File: src/rtl/ps2e_pkg.sv
package ps2e_pkg;
   localparam logic [7:0] RSP_ACK    = 8'hFA;
   localparam logic [7:0] RSP_RESEND = 8'hFE;
   localparam logic [7:0] RSP_BATOK  = 8'hAA;

   localparam logic [7:0] C_SCALE1   = 8'hE6;
   localparam logic [7:0] C_SCALE2   = 8'hE7;
   localparam logic [7:0] C_SETRES   = 8'hE8;
   localparam logic [7:0] C_STATUS   = 8'hE9;
   localparam logic [7:0] C_STREAM   = 8'hEA;
   localparam logic [7:0] C_READ     = 8'hEB;
   localparam logic [7:0] C_GETID    = 8'hF2;
   localparam logic [7:0] C_SETRATE  = 8'hF3;
   localparam logic [7:0] C_ENABLE   = 8'hF4;
   localparam logic [7:0] C_DISABLE  = 8'hF5;
   localparam logic [7:0] C_DEFAULT  = 8'hF6;
   localparam logic [7:0] C_RESET    = 8'hFF;

   localparam logic [7:0] RES_DEF    = 8'h02;
   localparam logic [7:0] RATE_DEF   = 8'h64;

   localparam logic [47:0] SEQ_WHEEL = 48'hF3C8_F364_F350;
   localparam logic [47:0] SEQ_FIVE  = 48'hF3C8_F3C8_F350;

   localparam int MAX_BURST = 5;

   typedef enum logic [1:0] {
      XM_PLAIN = 2'd0,
      XM_WHEEL = 2'd1,
      XM_FIVE  = 2'd2
   } xmode_e;
endpackage

File: src/rtl/ps2e_fifo.sv
module ps2e_fifo #(
   parameter int W     = 8,
   parameter int DEPTH = 8,
   localparam int AW   = (DEPTH > 1) ? $clog2(DEPTH) : 1,
   localparam int CW   = $clog2(DEPTH + 1)
) (
   input  logic          clk,
   input  logic          rst_n,
   input  logic          push,
   input  logic [W-1:0]  wdata,
   input  logic          pop,
   output logic [W-1:0]  rdata,
   output logic          nonempty,
   output logic [CW-1:0] count
);
   logic [W-1:0]  mem [DEPTH];
   logic [AW-1:0] wr_p, rd_p;

   function automatic logic [AW-1:0] step(input logic [AW-1:0] p);
      return (p == AW'(DEPTH - 1)) ? '0 : p + 1'b1;
   endfunction

   always_ff @(posedge clk or negedge rst_n) begin
      if (!rst_n) begin
         wr_p  <= '0;
         rd_p  <= '0;
         count <= '0;
      end else begin
         if (push) wr_p <= step(wr_p);
         if (pop)  rd_p <= step(rd_p);
         if (push && !pop)      count <= count + 1'b1;
         else if (pop && !push) count <= count - 1'b1;
      end
   end

   always_ff @(posedge clk) begin
      if (push) mem[wr_p] <= wdata;
   end

   assign rdata    = mem[rd_p];
   assign nonempty = (count != '0);
endmodule

File: src/rtl/ps2e_pkt_fmt.sv
module ps2e_pkt_fmt
   import ps2e_pkg::*;
#(
   parameter int ACC_W     = 12,
   parameter bit ALLOW_EXT = 1'b1
) (
   input  logic signed [ACC_W-1:0] ax,
   input  logic signed [ACC_W-1:0] ay,
   input  logic signed [ACC_W-1:0] az,
   input  logic [4:0]              btn,
   input  xmode_e                  mode,
   output logic [3:0][7:0]         pkt,
   output logic [2:0]              plen
);
   localparam logic signed [ACC_W-1:0] XY_HI = ACC_W'(255);
   localparam logic signed [ACC_W-1:0] XY_LO = ACC_W'(-256);
   localparam logic signed [ACC_W-1:0] Z_HI  = ACC_W'(7);
   localparam logic signed [ACC_W-1:0] Z_LO  = ACC_W'(-8);

   logic signed [ACC_W-1:0] xc, yc, zc;
   logic ovx, ovy, mid;

   always_comb begin
      ovx = 1'b0; ovy = 1'b0;
      xc = ax; yc = ay; zc = az;
      if (ax > XY_HI) begin xc = XY_HI; ovx = 1'b1; end
      else if (ax < XY_LO) begin xc = XY_LO; ovx = 1'b1; end
      if (ay > XY_HI) begin yc = XY_HI; ovy = 1'b1; end
      else if (ay < XY_LO) begin yc = XY_LO; ovy = 1'b1; end
      if (az > Z_HI) zc = Z_HI;
      else if (az < Z_LO) zc = Z_LO;
   end

   assign mid = ALLOW_EXT ? btn[2] : 1'b0;

   always_comb begin
      pkt[0] = {ovy, ovx, ay[ACC_W-1], ax[ACC_W-1], 1'b1, mid, btn[1], btn[0]};
      pkt[1] = xc[7:0];
      pkt[2] = yc[7:0];
      unique case (mode)
         XM_FIVE:  pkt[3] = {2'b00, btn[4], btn[3], zc[3:0]};
         XM_WHEEL: pkt[3] = {{4{zc[3]}}, zc[3:0]};
         default:  pkt[3] = 8'h00;
      endcase
      plen = (mode == XM_PLAIN) ? 3'd3 : 3'd4;
   end
endmodule

File: src/rtl/ps2e_magic.sv
module ps2e_magic
   import ps2e_pkg::*;
#(
   parameter bit ENABLE = 1'b1
) (
   input  logic       clk,
   input  logic       rst_n,
   input  logic       strobe,
   input  logic [7:0] byte_in,
   output logic       hit_wheel,
   output logic       hit_five
);
   generate
      if (ENABLE) begin : g_on
         logic [4:0][7:0] hist;
         logic [47:0]     window;
         assign window = {hist, byte_in};
         always_ff @(posedge clk or negedge rst_n) begin
            if (!rst_n)      hist <= '0;
            else if (strobe) hist <= {hist[3:0], byte_in};
         end
         assign hit_wheel = strobe && (window == SEQ_WHEEL);
         assign hit_five  = strobe && (window == SEQ_FIVE);
      end else begin : g_off
         logic unused_in;
         assign unused_in = &{1'b0, clk, rst_n, strobe, byte_in};
         assign hit_wheel = 1'b0;
         assign hit_five  = 1'b0;
      end
   endgenerate
endmodule

File: src/rtl/ps2_ptr_engine.sv
module ps2_ptr_engine
   import ps2e_pkg::*;
#(
   parameter int IN_W      = 10,
   parameter int ACC_W     = 12,
   parameter int DEPTH     = 8,
   parameter bit ALLOW_EXT = 1'b1,
   localparam int CW       = $clog2(DEPTH + 1)
) (
   input  logic            clk,
   input  logic            rst_n,
   input  logic            cmd_valid,
   input  logic [7:0]      cmd_data,
   output logic            cmd_ready,
   input  logic            mv_valid,
   input  logic [IN_W-1:0] mv_dx,
   input  logic [IN_W-1:0] mv_dy,
   input  logic [IN_W-1:0] mv_dz,
   input  logic [4:0]      btn,
   output logic            out_valid,
   output logic [7:0]      out_data,
   input  logic            out_ready
);
   if (DEPTH < MAX_BURST) begin : g_bad_depth
      $error("DEPTH must hold the longest reply");
   end
   if (ACC_W <= IN_W || ACC_W < 10) begin : g_bad_acc
      $error("ACC_W must exceed IN_W and cover the packet range");
   end

   logic             busy;
   logic [4:0][7:0]  burst;
   logic [2:0]       blen, bidx;
   logic             pend, pend_rate;
   logic             enabled, scaled;
   logic [7:0]       res, rate;
   xmode_e           mode;
   logic signed [ACC_W-1:0] ax, ay, az;
   logic [4:0]       btn_sent;

   logic             q_push;
   logic [7:0]       q_wdata;
   logic [CW-1:0]    q_count;
   logic [3:0][7:0]  pkt;
   logic [2:0]       plen;
   logic             hit_wheel, hit_five;
   logic             cmd_fire, launch, change;
   int               q_free;

   logic [4:0][7:0]  d_burst;
   logic [2:0]       d_len;
   logic             d_take, d_rst, d_en, d_sc, d_pend, d_kind;
   logic [7:0]       d_res, d_rate, stat, id_byte;

   function automatic logic signed [ACC_W-1:0] sat_add(
      input logic signed [ACC_W-1:0] a, input logic [IN_W-1:0] d);
      logic signed [ACC_W:0] s;
      s = {a[ACC_W-1], a} + {{(ACC_W + 1 - IN_W){d[IN_W-1]}}, d};
      if (s[ACC_W] != s[ACC_W-1])
         return s[ACC_W] ? {1'b1, {(ACC_W-1){1'b0}}} : {1'b0, {(ACC_W-1){1'b1}}};
      return s[ACC_W-1:0];
   endfunction

   ps2e_fifo #(.W(8), .DEPTH(DEPTH)) u_fifo (
      .clk(clk), .rst_n(rst_n), .push(q_push), .wdata(q_wdata),
      .pop(out_valid && out_ready), .rdata(out_data),
      .nonempty(out_valid), .count(q_count));

   ps2e_pkt_fmt #(.ACC_W(ACC_W), .ALLOW_EXT(ALLOW_EXT)) u_fmt (
      .ax(ax), .ay(ay), .az(az), .btn(btn), .mode(mode),
      .pkt(pkt), .plen(plen));

   ps2e_magic #(.ENABLE(ALLOW_EXT)) u_magic (
      .clk(clk), .rst_n(rst_n), .strobe(cmd_fire), .byte_in(cmd_data),
      .hit_wheel(hit_wheel), .hit_five(hit_five));

   assign q_free    = DEPTH - int'(q_count);
   assign cmd_ready = !busy && (q_free >= MAX_BURST);
   assign cmd_fire  = cmd_valid && cmd_ready;
   assign change    = (ax != '0) || (ay != '0) || (az != '0) || (btn != btn_sent);
   assign launch    = !busy && !cmd_fire && enabled && change && (q_free >= int'(plen));
   assign q_push    = busy;
   assign q_wdata   = burst[bidx];

   assign stat    = {2'b00, scaled, enabled, 1'b0, btn[0],
                     ALLOW_EXT ? btn[2] : 1'b0, btn[1]};
   assign id_byte = (mode == XM_FIVE) ? 8'h04 : (mode == XM_WHEEL) ? 8'h03 : 8'h00;

   always_comb begin
      d_burst = '0;
      d_len   = 3'd1;
      d_take  = 1'b0;
      d_rst   = 1'b0;
      d_en    = enabled;
      d_sc    = scaled;
      d_pend  = 1'b0;
      d_kind  = pend_rate;
      d_res   = res;
      d_rate  = rate;
      if (launch) begin
         d_burst[3:0] = pkt;
         d_len        = plen;
         d_take       = 1'b1;
      end else if (cmd_fire) begin
         d_burst[0] = RSP_ACK;
         if (pend) begin
            if (cmd_data == C_RESET) begin
               d_burst[1] = RSP_BATOK;
               d_len      = 3'd3;
               d_rst      = 1'b1;
            end else if (pend_rate) d_rate = cmd_data;
            else                    d_res  = cmd_data;
         end else begin
            unique case (cmd_data)
               C_SCALE1:  d_sc = 1'b0;
               C_SCALE2:  d_sc = 1'b1;
               C_SETRES:  begin d_pend = 1'b1; d_kind = 1'b0; end
               C_SETRATE: begin d_pend = 1'b1; d_kind = 1'b1; end
               C_STATUS:  begin
                  d_burst[3:1] = {rate, res, stat};
                  d_len        = 3'd4;
               end
               C_STREAM:  ;
               C_READ:    begin
                  d_burst[4:1] = pkt;
                  d_len        = plen + 3'd1;
                  d_take       = 1'b1;
               end
               C_GETID:   begin d_burst[1] = id_byte; d_len = 3'd2; end
               C_ENABLE:  d_en = 1'b1;
               C_DISABLE: d_en = 1'b0;
               C_DEFAULT: d_rst = 1'b1;
               C_RESET:   begin
                  d_burst[1] = RSP_BATOK;
                  d_len      = 3'd3;
                  d_rst      = 1'b1;
               end
               default:   d_burst[0] = RSP_RESEND;
            endcase
         end
         if (d_rst) begin
            d_en = 1'b0; d_sc = 1'b0; d_res = RES_DEF; d_rate = RATE_DEF;
         end
      end
   end

   always_ff @(posedge clk or negedge rst_n) begin
      if (!rst_n) begin
         busy <= 1'b0; burst <= '0; blen <= '0; bidx <= '0;
         pend <= 1'b0; pend_rate <= 1'b0;
         enabled <= 1'b0; scaled <= 1'b0;
         res <= RES_DEF; rate <= RATE_DEF; mode <= XM_PLAIN;
      end else begin
         if (busy) begin
            bidx <= bidx + 3'd1;
            if (bidx == blen - 3'd1) busy <= 1'b0;
         end else if (cmd_fire || launch) begin
            busy  <= 1'b1;
            burst <= d_burst;
            blen  <= d_len;
            bidx  <= '0;
         end
         if (cmd_fire) begin
            pend      <= d_pend;
            pend_rate <= d_kind;
            enabled   <= d_en;
            scaled    <= d_sc;
            res       <= d_res;
            rate      <= d_rate;
            if (d_rst)                               mode <= XM_PLAIN;
            else if (hit_wheel && mode == XM_PLAIN)  mode <= XM_WHEEL;
            else if (hit_five && mode == XM_WHEEL)   mode <= XM_FIVE;
         end
      end
   end

   always_ff @(posedge clk or negedge rst_n) begin
      if (!rst_n) begin
         ax <= '0; ay <= '0; az <= '0; btn_sent <= '0;
      end else begin
         logic signed [ACC_W-1:0] bx, by, bz;
         bx = d_take ? '0 : ax;
         by = d_take ? '0 : ay;
         bz = d_take ? '0 : az;
         if (mv_valid && enabled) begin
            ax <= sat_add(bx, mv_dx);
            ay <= sat_add(by, mv_dy);
            az <= sat_add(bz, mv_dz);
         end else begin
            ax <= bx; ay <= by; az <= bz;
         end
         if (d_take) btn_sent <= btn;
      end
   end
endmodule

File: config.mk
export PLATFORM = sky130hd
export DESIGN_NAME = ps2_ptr_engine
export DESIGN_NICKNAME = d
export VERILOG_FILES = /design/src/rtl/ps2e_pkg.sv /design/src/rtl/ps2e_fifo.sv /design/src/rtl/ps2e_pkt_fmt.sv /design/src/rtl/ps2e_magic.sv /design/src/rtl/ps2_ptr_engine.sv
export SDC_FILE = /design/constraint.sdc
export NUM_CORES = 1
export LEC_CHECK = 0
export BUFFER_PORTS_ARGS = -buffer_cell sky130_fd_sc_hd__buf_2
export CAP_MARGIN = 40
export CORE_MARGIN = 2
export CORE_UTILIZATION = 50
export CTS_BUF_LIST = sky130_fd_sc_hd__clkbuf_8 sky130_fd_sc_hd__clkbuf_16
export CTS_CLUSTER_DIAMETER = 30
export DETAILED_ROUTE_END_ITERATION = 8
export MAX_ROUTING_LAYER = met4
export PLACE_DENSITY = 0.67
export SLEW_MARGIN = 30
export SYNTH_ARGS = -nofsm -noshare
export SYNTH_HDL_FRONTEND = slang
export SYNTH_SLANG_ARGS = --single-unit
File: constraint.sdc
create_clock -name clk -period 10.6 [get_ports clk]
set_clock_uncertainty 0.1 [all_clocks]
set_input_delay 0 -clock clk [delete_from_list [all_inputs] [get_ports clk]]
set_output_delay 0 -clock clk [all_outputs]
set_load 0.1 [all_outputs]
Yosys cells after proc, flatten, opt, wreduce, memory -nomap -nowiden
Memories as Yosys holds them, arrays and structs flattened.
Index checks and enable logic that the tools add are counted.
Cells by class
  add/sub/neg operators: 11
  equality and inequality tests: 26
  bitwise gates (word level): 3
  reductions and logical operators: 44
  $lt $le $gt $ge: 9
  mux-type cells: 96
Operators with widths (number)
  12-bit 2-to-1 mux: 15
  8-bit 2-to-1 mux: 18
  48-bit == test (second input constant): 2
  8-bit == test (second input constant): 12
  40-bit 2-to-1 mux: 1
  12-bit by 10-bit adder with 13-bit output: 3
  12-bit nonzero test: 3
  1-bit 2-to-1 mux: 33
  32-bit 2-to-1 mux: 1
  16-bit case mux with 2 select lines: 1
  8-bit case mux with 4 select lines: 1
  3-bit 2-to-1 mux: 10
  8-bit binary-select mux with 3-bit select: 1
  12-bit by 9-bit > comparator with 1-bit output (second input constant): 2
  12-bit by 9-bit < comparator with 1-bit output (second input constant): 2
  24-bit 2-to-1 mux: 1
  4-bit 2-to-1 mux: 4
  8-bit case mux with 2 select lines: 1
  1-bit logical AND: 14
  3-bit by 1-bit adder with 3-bit output (second input constant): 4
  12-bit by 4-bit > comparator with 1-bit output (second input constant): 1
  12-bit by 4-bit < comparator with 1-bit output (second input constant): 1
  3-bit case mux with 4 select lines: 1
  4-bit AND reduction: 3
  27 further kinds: 54
Word-level totals
  flip-flop bits (word level): 160
  bits of input ports: 48
  output and inout port bits: 10
  memory bits (writable): 64
  memories: 1
Memory list
  u_fifo.mem: words 8, bits a word 8, rd ports 1, clocked after memory_dff 0, write ports 1, RTL line ps2e_fifo.sv:16  | logic [W-1:0] mem [DEPTH];

Longest topological paths before layout
Gate-level depths: netlist of run 1.
  word-level depth: 17
  depth in mapped cells: 23
  mapped depth without buffers: 20

Cells and area by module
Synthesis of run 1 repeated with hierarchy kept, for this count alone.
Unflattened totals
  cell total of the unflattened synthesis: 1213
  area, all modules: 13122.6 sq um
By module, submodules not included
  ps2_ptr_engine: instances 1, cells each 827, area an instance 7596.0 sq um
  ps2e_fifo: instances 1, cells each 158, area an instance 3118.0 sq um
  ps2e_magic: instances 1, cells each 107, area an instance 1629.1 sq um
  ps2e_pkt_fmt: instances 1, cells each 121, area an instance 779.5 sq um

Least setup slack after synthesis of run 1
OpenSTA, ideal clock, no wires.
  path kind: register to register
  from: reg u_fifo.count[0]
  to: reg az[4]
  cell stages (with the launch flop): 23
  data required time: 10.423 ns
  path slack: 5.896 ns
  data arrival time: 4.526 ns
  clock period less this slack: 4.704 ns
  setup time: 0.077 ns
  cells stage by stage: dfrtp_1 inv_1 ha_1 ha_1 nor2b_1 o21ai_0 a32oi_1 o21a_4 a21oi_2 buf_2 buf_2 and2_1 ha_1 inv_1 fa_1 nor2b_1 o31ai_1 a211oi_1 o21ai_0 a211o_1 buf_2 and3_1 a21oi_1
Between the ends
  longest elaborated chain between the ends: 17
Ends and longest elaborated chain
  from (decl): RTL line ps2e_fifo.sv:14  | output logic [CW-1:0] count
  from (signal assigned): RTL line ps2e_fifo.sv:31  | if (push && !pop) count <= count + 1'b1;
  from (signal assigned): RTL line ps2e_fifo.sv:32  | else if (pop && !push) count <= count - 1'b1;
  4-bit by 4-bit subtractor with 5-bit output (*): RTL line ps2_ptr_engine.sv:77  | assign q_free = DEPTH - int'(q_count);
  5-bit by 4-bit >= comparator with 1-bit output: RTL line ps2_ptr_engine.sv:78  | assign cmd_ready = !busy && (q_free >= MAX_BURST);
  1-bit logical AND: RTL line ps2_ptr_engine.sv:78
  1-bit logical AND: RTL line ps2_ptr_engine.sv:79  | assign cmd_fire = cmd_valid && cmd_ready;
  1-bit logical NOT: RTL line ps2_ptr_engine.sv:81  | assign launch = !busy && !cmd_fire && enabled && change && (q_free >= int'(plen));
  1-bit logical AND (4 in a row): RTL line ps2_ptr_engine.sv:81
  1-bit 2-to-1 mux (*): RTL line ps2_ptr_engine.sv:100  | if (launch) begin
  12-bit 2-to-1 mux (*): RTL line ps2_ptr_engine.sv:184  | bz = d_take ? '0 : az;
  12-bit by 10-bit adder with 13-bit output: RTL line ps2_ptr_engine.sv:58  | s = {a[ACC_W-1], a} + {{(ACC_W + 1 - IN_W){d[IN_W-1]}}, d};
  1-bit != test: RTL line ps2_ptr_engine.sv:59  | if (s[ACC_W] != s[ACC_W-1])
  1-bit 2-to-1 mux: RTL line ps2_ptr_engine.sv:59
  1-bit 2-to-1 mux: RTL line ps2_ptr_engine.sv:185  | if (mv_valid && enabled) begin
  12-bit 2-to-1 mux: RTL line ps2_ptr_engine.sv:61  | return s[ACC_W-1:0];
  12-bit 2-to-1 mux (*): RTL line ps2_ptr_engine.sv:185
  to (signal assigned): RTL line ps2_ptr_engine.sv:188  | az <= sat_add(bz, mv_dz);
  to (decl): RTL line ps2_ptr_engine.sv:38  | logic signed [ACC_W-1:0] ax, ay, az;
Every way passes the cells marked *; elsewhere a longest branch is shown, timed or not. The select of a mux whose other input is x is not followed.
A chain may end at the register's enable or synchronous reset.

Worst setup path in the final report of run 1
  from: reg u_fifo.count[0]
  to: reg ay[7]
Between the ends
  longest elaborated chain between the ends: 17
Ends and longest elaborated chain
  4-bit by 4-bit subtractor with 5-bit output (*): RTL line ps2_ptr_engine.sv:77
  5-bit by 4-bit >= comparator with 1-bit output: RTL line ps2_ptr_engine.sv:78
  1-bit logical AND: RTL line ps2_ptr_engine.sv:78
  1-bit logical AND: RTL line ps2_ptr_engine.sv:79
  1-bit logical NOT: RTL line ps2_ptr_engine.sv:81
  1-bit logical AND (4 in a row): RTL line ps2_ptr_engine.sv:81
  1-bit 2-to-1 mux (*): RTL line ps2_ptr_engine.sv:100
  12-bit 2-to-1 mux (*): RTL line ps2_ptr_engine.sv:183  | by = d_take ? '0 : ay;
  12-bit by 10-bit adder with 13-bit output: RTL line ps2_ptr_engine.sv:58
  1-bit != test: RTL line ps2_ptr_engine.sv:59
  1-bit 2-to-1 mux: RTL line ps2_ptr_engine.sv:59
  1-bit 2-to-1 mux: RTL line ps2_ptr_engine.sv:185
  12-bit 2-to-1 mux: RTL line ps2_ptr_engine.sv:61
  12-bit 2-to-1 mux (*): RTL line ps2_ptr_engine.sv:185
  to (signal assigned): RTL line ps2_ptr_engine.sv:187  | ay <= sat_add(by, mv_dy);
  to (decl): RTL line ps2_ptr_engine.sv:38
Marks and branches as above.

==> results of run 1 <==
critical path, cell delays in order (launching register included):
cell	delay, ns
dfrtp_1	0.52
inv_1	0.12
ha_1	0.34
o31a_1	0.34
o211ai_4	0.41
o21a_4	0.25
a21oi_4	0.06
buf_4	0.28
and2_1	0.24
ha_1	0.21
inv_1	0.08
fa_1	0.18
nand2b_1	0.15
a21oi_1	0.11
o41a_1	0.37
a31o_2	0.29
or3_1	0.34
o211ai_1	0.62
o2bb2ai_1	0.16
state kept, by name, summed over array words and instances, names as in the netlist, 4 cells and up:
signal,flops
u_fifo.mem,64
ay,12
ax,12
rate,8
u_magic.g_on.hist,40
btn_sent,5
u_fifo.count,4
az,12
burst,39
res,8
cell usage in the layout (no fill, tap or decap), drive strengths merged, types with 20 or more instances in the layout:
cell           n
nand3         47
nand2        205
clkbuf        53
nand2b        27
buf           82
mux4          24
mux2          22
ha            53
and2          37
a21oi         58
edfxtp        64
inv           61
o2bb2ai       20
nor3          29
dlygate4sd3   33
dfrtp        155
o21ai         77
nor2          80
routing by layer:
metal	global-route usage	vias up	routed length [um]
met5	-	-	0
met4	0.0788	0	837
met3	0.0381	57	1550
met2	0.396	273	15000
met1	0.333	4906	14100
li1	-	4849	-
stage by stage:
stage / setup slack [ns] / util / instances / power [W]
6_report: 5.27 / 0.607 / 1738 / 0.00473
5_1_grt: 4.89 / 0.607 / 1738 / 0.00501
4_1_cts: 5.28 / 0.604 / 1730 / 0.00473
3_5_place_dp: 5.30 / 0.530 / 1618 / 0.00333
3_3_place_gp: 5.44 / 0.526 / 1608 / 0.00328
2_1_floorplan: 5.90 / - / 1275 / 0.00285
worst paths after layout:
kind / to / slack (ns) / depth (start not counted)
max in group asynchronous: btn_sent[3] / 8.83 / 5
setup / recovery: ay[7] / 5.27 / 18
hold / removal: ax[2] / 0.003 / 5
hold reg to reg: burst[3] / 0.37 / 1
setup reg to reg: ay[7] / 5.27 / 18
min in group asynchronous: u_fifo.count[0] / 0.33 / 3
cell families after synthesis:
kind of cell | after synthesis | synth area share
mux | 60 | 0.0736
buf+inv | 115 | 0.0365
fa+ha+maj | 57 | 0.0587
flops | 223 | 0.466
compound gates | 279 | 0.150
xor+xnor | 31 | 0.0214
simple gates | 510 | 0.193
area by class of cell:
class / count / share of cell area
Multi-Input combinational cell: 937 / 0.415
Clock inverter: 28 / 0.0193
Tap cell: 330 / 0.0272
Timing Repair Buffer: 117 / 0.0581
Clock buffer: 51 / 0.0795
Inverter: 52 / 0.0128
Sequential cell: 223 / 0.388
power by group:
group          total (W)  internal (W)  switching, W
combinational    0.00190      0.000734       0.00117
clock            0.00137      0.000932      0.000443
sequential       0.00145       0.00119      0.000259
total            0.00473       0.00286       0.00187
==> summary.md, run 1 <==
| Metric | Value |
|---|---|
| Status | `finished clean` |
| Min cycle time layout | `5.33 ns` |
| Power density cells | `311 nW/um2` |
| Pleak | `6.76 nW` |
| # clock sinks | `223` |
| TritonCTS Buffers | `44` |
| Hold Crit Start | `mv_dx[2]` |
| Port Buf Inserts | `57` |
| Syn avg cell area | `9.93 um2` |
| Final setup violation count | `0` |
| Critical Path Start Type | `flop` |
| Worst Path Required | `10.87 ns` |
| Mapped Cells | `1275` |
| FILL cells | `2078` |
| Global Route Usage Sum | `0.250` |
| H-tree depth | `2` |
| 1st-iter DRT viols | `727` |
| Clock Tree Buf Depth | `3` |
| Critical Path Sink Type | `flop` |
| Setup Crit Path Kind | `reg2reg` |
| Chip Width | `163 um` |
| Total Nets Final | `1480` |
| Setup crit start | `u_fifo.count[0]` |
| Ys async rst share | `0.713` |
| Share of the synthesized area in the top cell type | `0.306` |
| Area of the multi-input gates | `6300 um2` |
| Primary FF master, synth | `dfrtp_1` |
| Initial antenna violation count | `0` |
| Final hold vios | `0` |
| CTS tree | `yes` |
| Chip height | `163 um` |
| Synth Register Bits | `223` |
| # resized after CTS | `0` |
| Worst skew pair latency | `0.52 ns` |
| Most frequent cell after synthesis | `nand2_1` |
| Post-DP Area | `13300 um2` |
| Die ar. | `26600 um2` |
| Total grt overflow | `0` |
| Setup TNS | `0 ns` |
| Total area of sequential cells | `5910 um2` |
| Peak supply drop | `207 uV` |
| DR pass1 iterations | `5` |
| Core footprint | `25000 um2` |
| # IOs | `58` |
| Worst endpoint data arrival time | `5.60 ns` |
| Top cells by count, synth | `nand2_1 (205), dfrtp_1 (155), nor2_1 (79)` |
| Postcts setup bufs | `0` |
| First-pass GRT wire length | `51200 um` |
| Drt drc | `0` |
| RD Place Congestion | `0.888` |
| Initial Util | `0.506` |
| Hold WC Path Type | `in2reg` |
| Clock slew at reported path FFs | `0.05 ns` |
| Largest net degree at the start of global routing | `61` |
| Post-Route WL | `31600 um` |
| Wirelength per Cell | `18.2 um` |
| R2r startpoint | `u_fifo.count[0]` |
| CTS root buf | `clkbuf_16` |
| Top post-synthesis cells by area | `dfrtp_1 (31%), edfxtp_1 (15%), nand2_1 (6.1%)` |
| Post-Syn Nets | `1380` |
| Cell accounting for the most synthesized area | `dfrtp_1` |
| Final ANT Viol Nets | `0` |
| Pin slew with the least headroom to its limit | `0.774 ns` |
| Unique cell type count in the Yosys netlist | `82` |
| Max Cap Viol | `0` |
| Via count | `10100` |
| Dpl hpwl | `21700 um` |
| Final worst hold slack | `0.00259 ns` |
| Post-synth EDFFs | `64` |
| Vias in the first global route | `9848` |
| Peak Freq | `0.188 GHz` |
| Design Area, Final | `15200 um2` |
| CTS Hold Bufs | `33` |
| Tcrit/Tclk final | `0.503` |
| Warnings, synthesis | `0` |
| Ant diodes | `0` |
| Row Count | `58` |
| Layout cells sized above 1 | `0.158` |
| RSZ-0062 raised after global routing | `false` |
| Final Max Tran Viols | `0` |
| Max-slew headroom | `0.484` |
| Syn-to-layout area delta | `20.1%` |
| Routed vias/inst | `5.80` |
| Syn Std Cell Area | `12700 um2` |
| Sequential element share of the synthesized area | `0.466` |
| Largest fanout on the critical path | `50` |
Power figures use the tool's default switching activity.
==> run 2: changes to the inputs <==
- ABC_AREA: default -> 1
- clock period: 10.6 -> 5.35 ns (I/O delays scaled with it)
==> run 2 against run 1 <==
  * Register-to-register slack got worse by 4.8 ns
  * Combinational power is 130% higher
  * Sequential share of layout area shrank 1.6 points
  * Cell count increased by 27%
  * Non-clock buffer count decreased by 2
  * First-iteration DRC count rose by 6.9%
  * Flip-flop and latch count is the same
  * Critical path type unchanged
==> summary.md, run 2 <==
| Metric | Value |
|---|---|
| Final ANT Viol Nets | `0` |
| RSZ-0062 raised after global routing | `false` |
| Peak Freq | `0.206 GHz` |
| Cell accounting for the most synthesized area | `dfrtp_1` |
| Worst endpoint data arrival time | `5.22 ns` |
| Final hold vios | `0` |
| # resized after CTS | `0` |
| Max-slew headroom | `0.457` |
| DR pass1 iterations | `7` |
| Core footprint | `26000 um2` |
| Commonest non-fill, non-tap cell in the layout | `nand2_1` |
| Final Max Tran Viols | `0` |
| Worst skew pair latency | `0.53 ns` |
| Layout cells sized above 1 | `0.110` |
| RD Place Congestion | `0.934` |
| Hold Crit Start | `mv_dx[4]` |
| CTS root buf | `clkbuf_16` |
| Power density cells | `640 nW/um2` |
| H-tree depth | `2` |
| Warnings, synthesis | `0` |
| Synth Register Bits | `223` |
| Vias in the first global route | `11400` |
| Max Cap Viol | `0` |
| # clock sinks | `223` |
| Pin slew with the least headroom to its limit | `0.814 ns` |
| Postcts setup bufs | `0` |
| Mapped Cells | `1729` |
| Area of the multi-input gates | `6220 um2` |
| Global Route Usage Sum | `0.247` |
| 1st-iter DRT viols | `777` |
| Post-Syn Nets | `1834` |
| Sequential element share of the synthesized area | `0.447` |
| Largest net degree at the start of global routing | `57` |
| Syn avg cell area | `7.65 um2` |
| Ant diodes | `0` |
| Via count | `11700` |
| Dpl hpwl | `23000 um` |
| Routed vias/inst | `5.28` |
| Drt drc | `0` |
| Primary FF master, synth | `dfrtp_1` |
| Row Count | `59` |
| Peak supply drop | `338 uV` |
| R2r startpoint | `u_fifo.count[0]` |
| Top cells by count, synth | `nand2_1 (580), inv_1 (212), dfrtp_1 (155)` |
| Setup Crit Path Kind | `reg2reg` |
| Syn-to-layout area delta | `19.8%` |
| Initial antenna violation count | `0` |
| Hold depth | `7` |
| Clock slew at reported path FFs | `0.05 ns` |
| Most frequent cell after synthesis | `nand2_1` |
| Max FFs per register | `64` |
| Tcrit/Tclk final | `0.909` |
| Post-Route WL | `33100 um` |
| Initial Util | `0.509` |
| Post-synth EDFFs | `64` |
| Wirelength per Cell | `15.0 um` |
| Critical Path Start Type | `flop` |
| First-pass GRT wire length | `55300 um` |
| Critical Path Sink Type | `flop` |
| Unique cell type count in the Yosys netlist | `49` |
| Clock Tree Buf Depth | `3` |
| CTS tree | `yes` |
| Most flops, register | `u_fifo.mem` |
| Total grt overflow | `0` |
| TritonCTS Buffers | `45` |
| Chip Width | `167 um` |
| Syn Std Cell Area | `13200 um2` |
| Port Buf Inserts | `57` |
| Top post-synthesis cells by area | `dfrtp_1 (29%), nand2_1 (16%), edfxtp_1 (15%)` |
| Largest fanout on the critical path | `19` |
| Worst Path Required | `5.71 ns` |
| Pleak | `8.00 nW` |
| Post-DP Area | `13800 um2` |
| Hold WC Path Type | `in2reg` |
| Share of the synthesized area in the top cell type | `0.293` |
| # IOs | `58` |
| Design Area, Final | `15800 um2` |
| FILL cells | `2326` |
| Die ar. | `27800 um2` |
| Final setup violation count | `0` |
| Min cycle time layout | `4.86 ns` |
| Most frequent cells in the layout | `nand2_1 (580), inv_1 (217), dfrtp_1 (155), nor2_1 (154), o21ai_0 (113)` |
| Ys async rst share | `0.713` |
| Biggest regs | `u_fifo.mem: 64 flops, u_magic.g_on.hist: 40 flops, burst: 39 flops` |
| Status | `finished clean` |
| Setup TNS | `0 ns` |
| Chip height | `167 um` |
| Worst Reg2Reg Path Length in Cells | `24` |
| Setup crit start | `u_fifo.count[0]` |
| Total Nets Final | `1944` |
| Total area of sequential cells | `5910 um2` |
[run 2: cells by family (layout without fill, tap and decap cells)]
| kind of cell | Yosys count | in the layout | synth area share |
|---|---|---|---|
| adders and majority gates | 57 | 57 | 0.0562 |
| buffers and inverters | 271 | 418 | 0.0825 |
| and+or+nand+nor | 892 | 892 | 0.285 |
| xor gates and xnor gates | 24 | 24 | 0.0159 |
| DFF | 223 | 223 | 0.447 |
| AOI/OAI and AO/OA | 262 | 262 | 0.114 |
[run 2: what timing repair did]
action,CTS,global route
hold endpoints to repair,175,0
endpoints found under the setup margin,0,0
hold buffers,39,0
[run 2: final cells by class]
class	instances	share of cell area
multi-input combinational	1235	0.393
clock buffer	56	0.0814
timing repair buffer	115	0.0549
clock inverter	28	0.0192
inverter	219	0.0520
tap	335	0.0265
sequential	223	0.373
[run 2: stage by stage]
step           total power, W  setup WS (ns)  std cells  hold slack, ns   util
2_1_floorplan         0.00618           1.46       1729          -0.396      -
3_3_place_gp          0.00711          0.985       2076           0.100  0.528
3_5_place_dp          0.00723          0.867       2081          -0.109  0.531
4_1_cts                0.0101          0.504       2204         0.00156  0.608
5_1_grt                0.0109         0.0416       2211          0.0542  0.609
6_report               0.0101          0.487       2211          0.0118  0.609
[run 2: routing by layer]
layer	up-vias	routed length (um)	GRT usage
met5	-	0	-
met4	0	1000	0.0862
met3	83	1600	0.0326
met2	315	15800	0.406
met1	5440	14800	0.317
li1	5837	-	-
[run 2: power breakdown]
group          leakage, nW  switching [W]  total (W)  internal, W
sequential            2.60       0.000446    0.00289      0.00245
combinational         4.60        0.00300    0.00439      0.00139
clock                0.801       0.000935    0.00285      0.00191
total                 8.00        0.00438     0.0101      0.00575
[run 2: critical path, stage by stage, from the launching register on]
cell	delay, ns
dfrtp_1	0.44
inv_1	0.15
ha_1	0.34
nor2_1	0.09
nand2_1	0.05
nand2_1	0.06
nand3_1	0.09
nand3_2	0.23
inv_1	0.13
nand2_4	0.19
nand2_2	0.28
nor2_1	0.19
ha_1	0.19
inv_1	0.06
fa_1	0.40
o21ai_1	0.32
nand2_1	0.13
nand3_1	0.09
nand2_1	0.05
nand2_1	0.11
inv_1	0.07
nand2_1	0.27
nand3_1	0.12
nand3_1	0.09
dlygate4sd3_1	0.54
[run 2: final timing paths]
check | endpoint | slack [ns]
worst max-delay path | az[0] | 0.49
worst max register to register | az[0] | 0.49
worst min-delay path | ax[4] | 0.01
worst min register to register | burst[3] | 0.34
min in group asynchronous | u_magic.g_on.hist[37] | 0.49
max in group asynchronous | ay[9] | 3.97
==> run 3: changes to the inputs <==
- CELL_PAD_IN_SITES_DETAIL_PLACEMENT: default -> 0
- CELL_PAD_IN_SITES_GLOBAL_PLACEMENT: default -> 2
- CORE_UTILIZATION: 50 -> 37
- PLACE_DENSITY: 0.67 -> default
- PLACE_DENSITY_LB_ADDON: default -> 0.1
==> run 3 against run 2 <==
  * Register-to-register slack got worse by 0.03 ns
  * Via count is 2.1% lower
  * Clock power is 13% higher
  * Critical path type unchanged
  * Highest routed layer unchanged
==> summary.md, run 3 (synthesis gave the netlist of run 2 again) <==
| Metric | Value |
|---|---|
| Total grt overflow | `0` |
| Worst Reg2Reg Path Length in Cells | `23` |
| Net Sw Frac | `0.432` |
| Min cycle time layout | `4.90 ns` |
| Drt drc | `0` |
| Worst Path Required | `5.69 ns` |
| DR pass1 iterations | `7` |
| # clock sinks | `223` |
| Switch Pwr | `0.00459 W` |
| First-pass GRT wire length | `59500 um` |
| Peak supply drop | `371 uV` |
| Initial antenna violation count | `0` |
| Layout cells sized above 1 | `0.120` |
| Biggest regs | `u_fifo.mem: 64 flops, u_magic.g_on.hist: 40 flops, burst: 39 flops` |
| Clock Power Share | `0.303` |
| Setup ws final | `0.454 ns` |
| Port Buf Inserts | `57` |
| Max FFs per register | `64` |
| RR Endpoint | `az[7]` |
| Ant diodes | `0` |
| Via count | `11400` |
| Setup TNS | `0 ns` |
| Total area of sequential cells | `5910 um2` |
| Setup crit start | `u_fifo.count[0]` |
| Die ar. | `37300 um2` |
| Status | `finished clean` |
| Most flops, register | `u_fifo.mem` |
| Final ANT Viol Nets | `0` |
| CTS tree | `yes` |
| Share of power burned in combinational logic | `0.424` |
| Final hold vios | `0` |
| Final Max Tran Viols | `0` |
| # IOs | `58` |
| Pleak | `8.19 nW` |
| Largest fanout on the critical path | `19` |
| Setup Crit Path Kind | `reg2reg` |
| Initial Util | `0.374` |
| Area of the multi-input gates | `6240 um2` |
| Max Cap Viol | `0` |
| Chip height | `193 um` |
| RD Place Congestion | `0.830` |
| Row Count | `69` |
| Worst skew pair latency | `0.57 ns` |
| Worst endpoint data arrival time | `5.24 ns` |
| Peak Freq | `0.204 GHz` |
| Tcrit/Tclk final | `0.915` |
| Total Nets Final | `1969` |
| Most frequent cells in the layout | `nand2_1 (579), inv_1 (220), dfrtp_1 (155), nor2_1 (154), o21ai_0 (113)` |
| Global Route Usage Sum | `0.208` |
| P_int | `0.00604 W` |
| Pin slew with the least headroom to its limit | `0.800 ns` |
| Total Power | `0.0106 W` |
| Clock slew at reported path FFs | `0.05 ns` |
| Post-Route WL | `36800 um` |
| TritonCTS Buffers | `53` |
| Power density cells | `648 nW/um2` |
| Chip Width | `193 um` |
| Largest net degree at the start of global routing | `61` |
| Commonest non-fill, non-tap cell in the layout | `nand2_1` |
| Clock Tree Buf Depth | `3` |
| Core footprint | `35400 um2` |
| 1st-iter DRT viols | `592` |
| Hold WC Path Type | `in2reg` |
| RSZ-0062 raised after global routing | `false` |
| Dpl hpwl | `26700 um` |
| Wirelength per Cell | `15.5 um` |
| CTS root buf | `clkbuf_16` |
| R2r startpoint | `u_fifo.count[0]` |
| Critical Path Start Type | `flop` |
| Routed vias/inst | `4.82` |
| FF-to-FF setup slack | `0.45 ns` |
| H-tree depth | `2` |
| FILL cells | `3618` |
| Sequential Power Share | `0.272` |
| Vias in the first global route | `11300` |
| Critical Path Sink Type | `flop` |
| Syn-to-layout area delta | `24.0%` |
| Max-slew headroom | `0.467` |
| CP endpoint | `az[7]` |
| Setup WS pre-CTS | `0.680 ns` |
| Final setup violation count | `0` |
run 3: cell count changes in the layout (fill, tap and decap cells not counted), sizes merged:
cell,before,now
buf,76,82
bufinv,4,5
clkbuf,57,61
clkinv,14,17
dlygate4sd3,38,49
inv,226,234
run 3: layout make-up:
cell class,instances,area share
Sequential cell,223,0.360
Multi-Input combinational cell,1235,0.381
Inverter,219,0.0502
Timing Repair Buffer,132,0.0623
Clock buffer,60,0.0867
Clock inverter,40,0.0247
Tap cell,461,0.0352
run 3: metal layers:
metal / up-vias / global-route usage / routed length [um]
met5: - / - / 0
met4: 0 / 0.0501 / 631
met3: 48 / 0.0313 / 1220
met2: 175 / 0.347 / 17700
met1: 5313 / 0.268 / 17200
li1: 5896 / - / -
run 3: how the worst min path moves through the flow:
| stage | from | endpoint | slack, ns | cells after the start |
|---|---|---|---|---|
| 2_1_floorplan | rst_n | ax[0] | -0.40 | 0 |
| 3_3_place_gp | rst_n | u_magic.g_on.hist[28] | -0.13 | 1 |
| 3_5_place_dp | rst_n | u_magic.g_on.hist[28] | -0.13 | 1 |
| 4_1_cts | mv_dy[5] | ay[6] | 0.003 | 9 |
| 5_1_grt | mv_dy[5] | ay[6] | 0.07 | 9 |
| 6_report | mv_dy[5] | ay[6] | 0.01 | 9 |
run 3: worst max-delay path: stages (launching register included):
cell,delay (ns)
dfrtp_1,0.45
inv_1,0.15
ha_1,0.34
nor2_1,0.09
nand2_1,0.05
nand2_1,0.06
nand3_1,0.09
nand3_2,0.25
inv_1,0.14
nand2_4,0.24
nand2_2,0.30
nor2_1,0.20
ha_1,0.19
inv_1,0.05
fa_1,0.42
o21ai_2,0.26
nand2_1,0.10
nand4_1,0.08
nand2_1,0.11
a21oi_2,0.35
nand2_1,0.10
nand2_1,0.07
dlygate4sd3_1,0.54
inv_1,0.04
run 3: per-stage QoR:
step	area, um2	cells	hold WS [ns]	util
after CTS	16300	2365	0.00277	0.461
final	16400	2370	0.0128	0.463
after global routing	16400	2370	0.0719	0.463
after floorplan	13200	1729	-0.396	-
after detailed placement	14000	2215	-0.131	0.395
after global placement	13900	2205	-0.130	0.393
run 3: power by group through the flow:
stage | Combinational, W | Clock [W] | Sequential, W
floorplan | 0.00343 | 0 | 0.00274
global placement | 0.00441 | 0 | 0.00292
detailed placement | 0.00447 | 0 | 0.00292
CTS | 0.00455 | 0.00328 | 0.00290
global route | 0.00515 | 0.00338 | 0.00297
finish | 0.00451 | 0.00322 | 0.00289
run 3: what timing repair did:
action / 4_1_cts / 5_1_grt
resized for setup: 0 / 3
endpoints found under the setup margin: 0 / 5
buffers inserted: 0 / 0
hold buffers: 50 / 0
endpoints found under the hold margin: 237 / 0
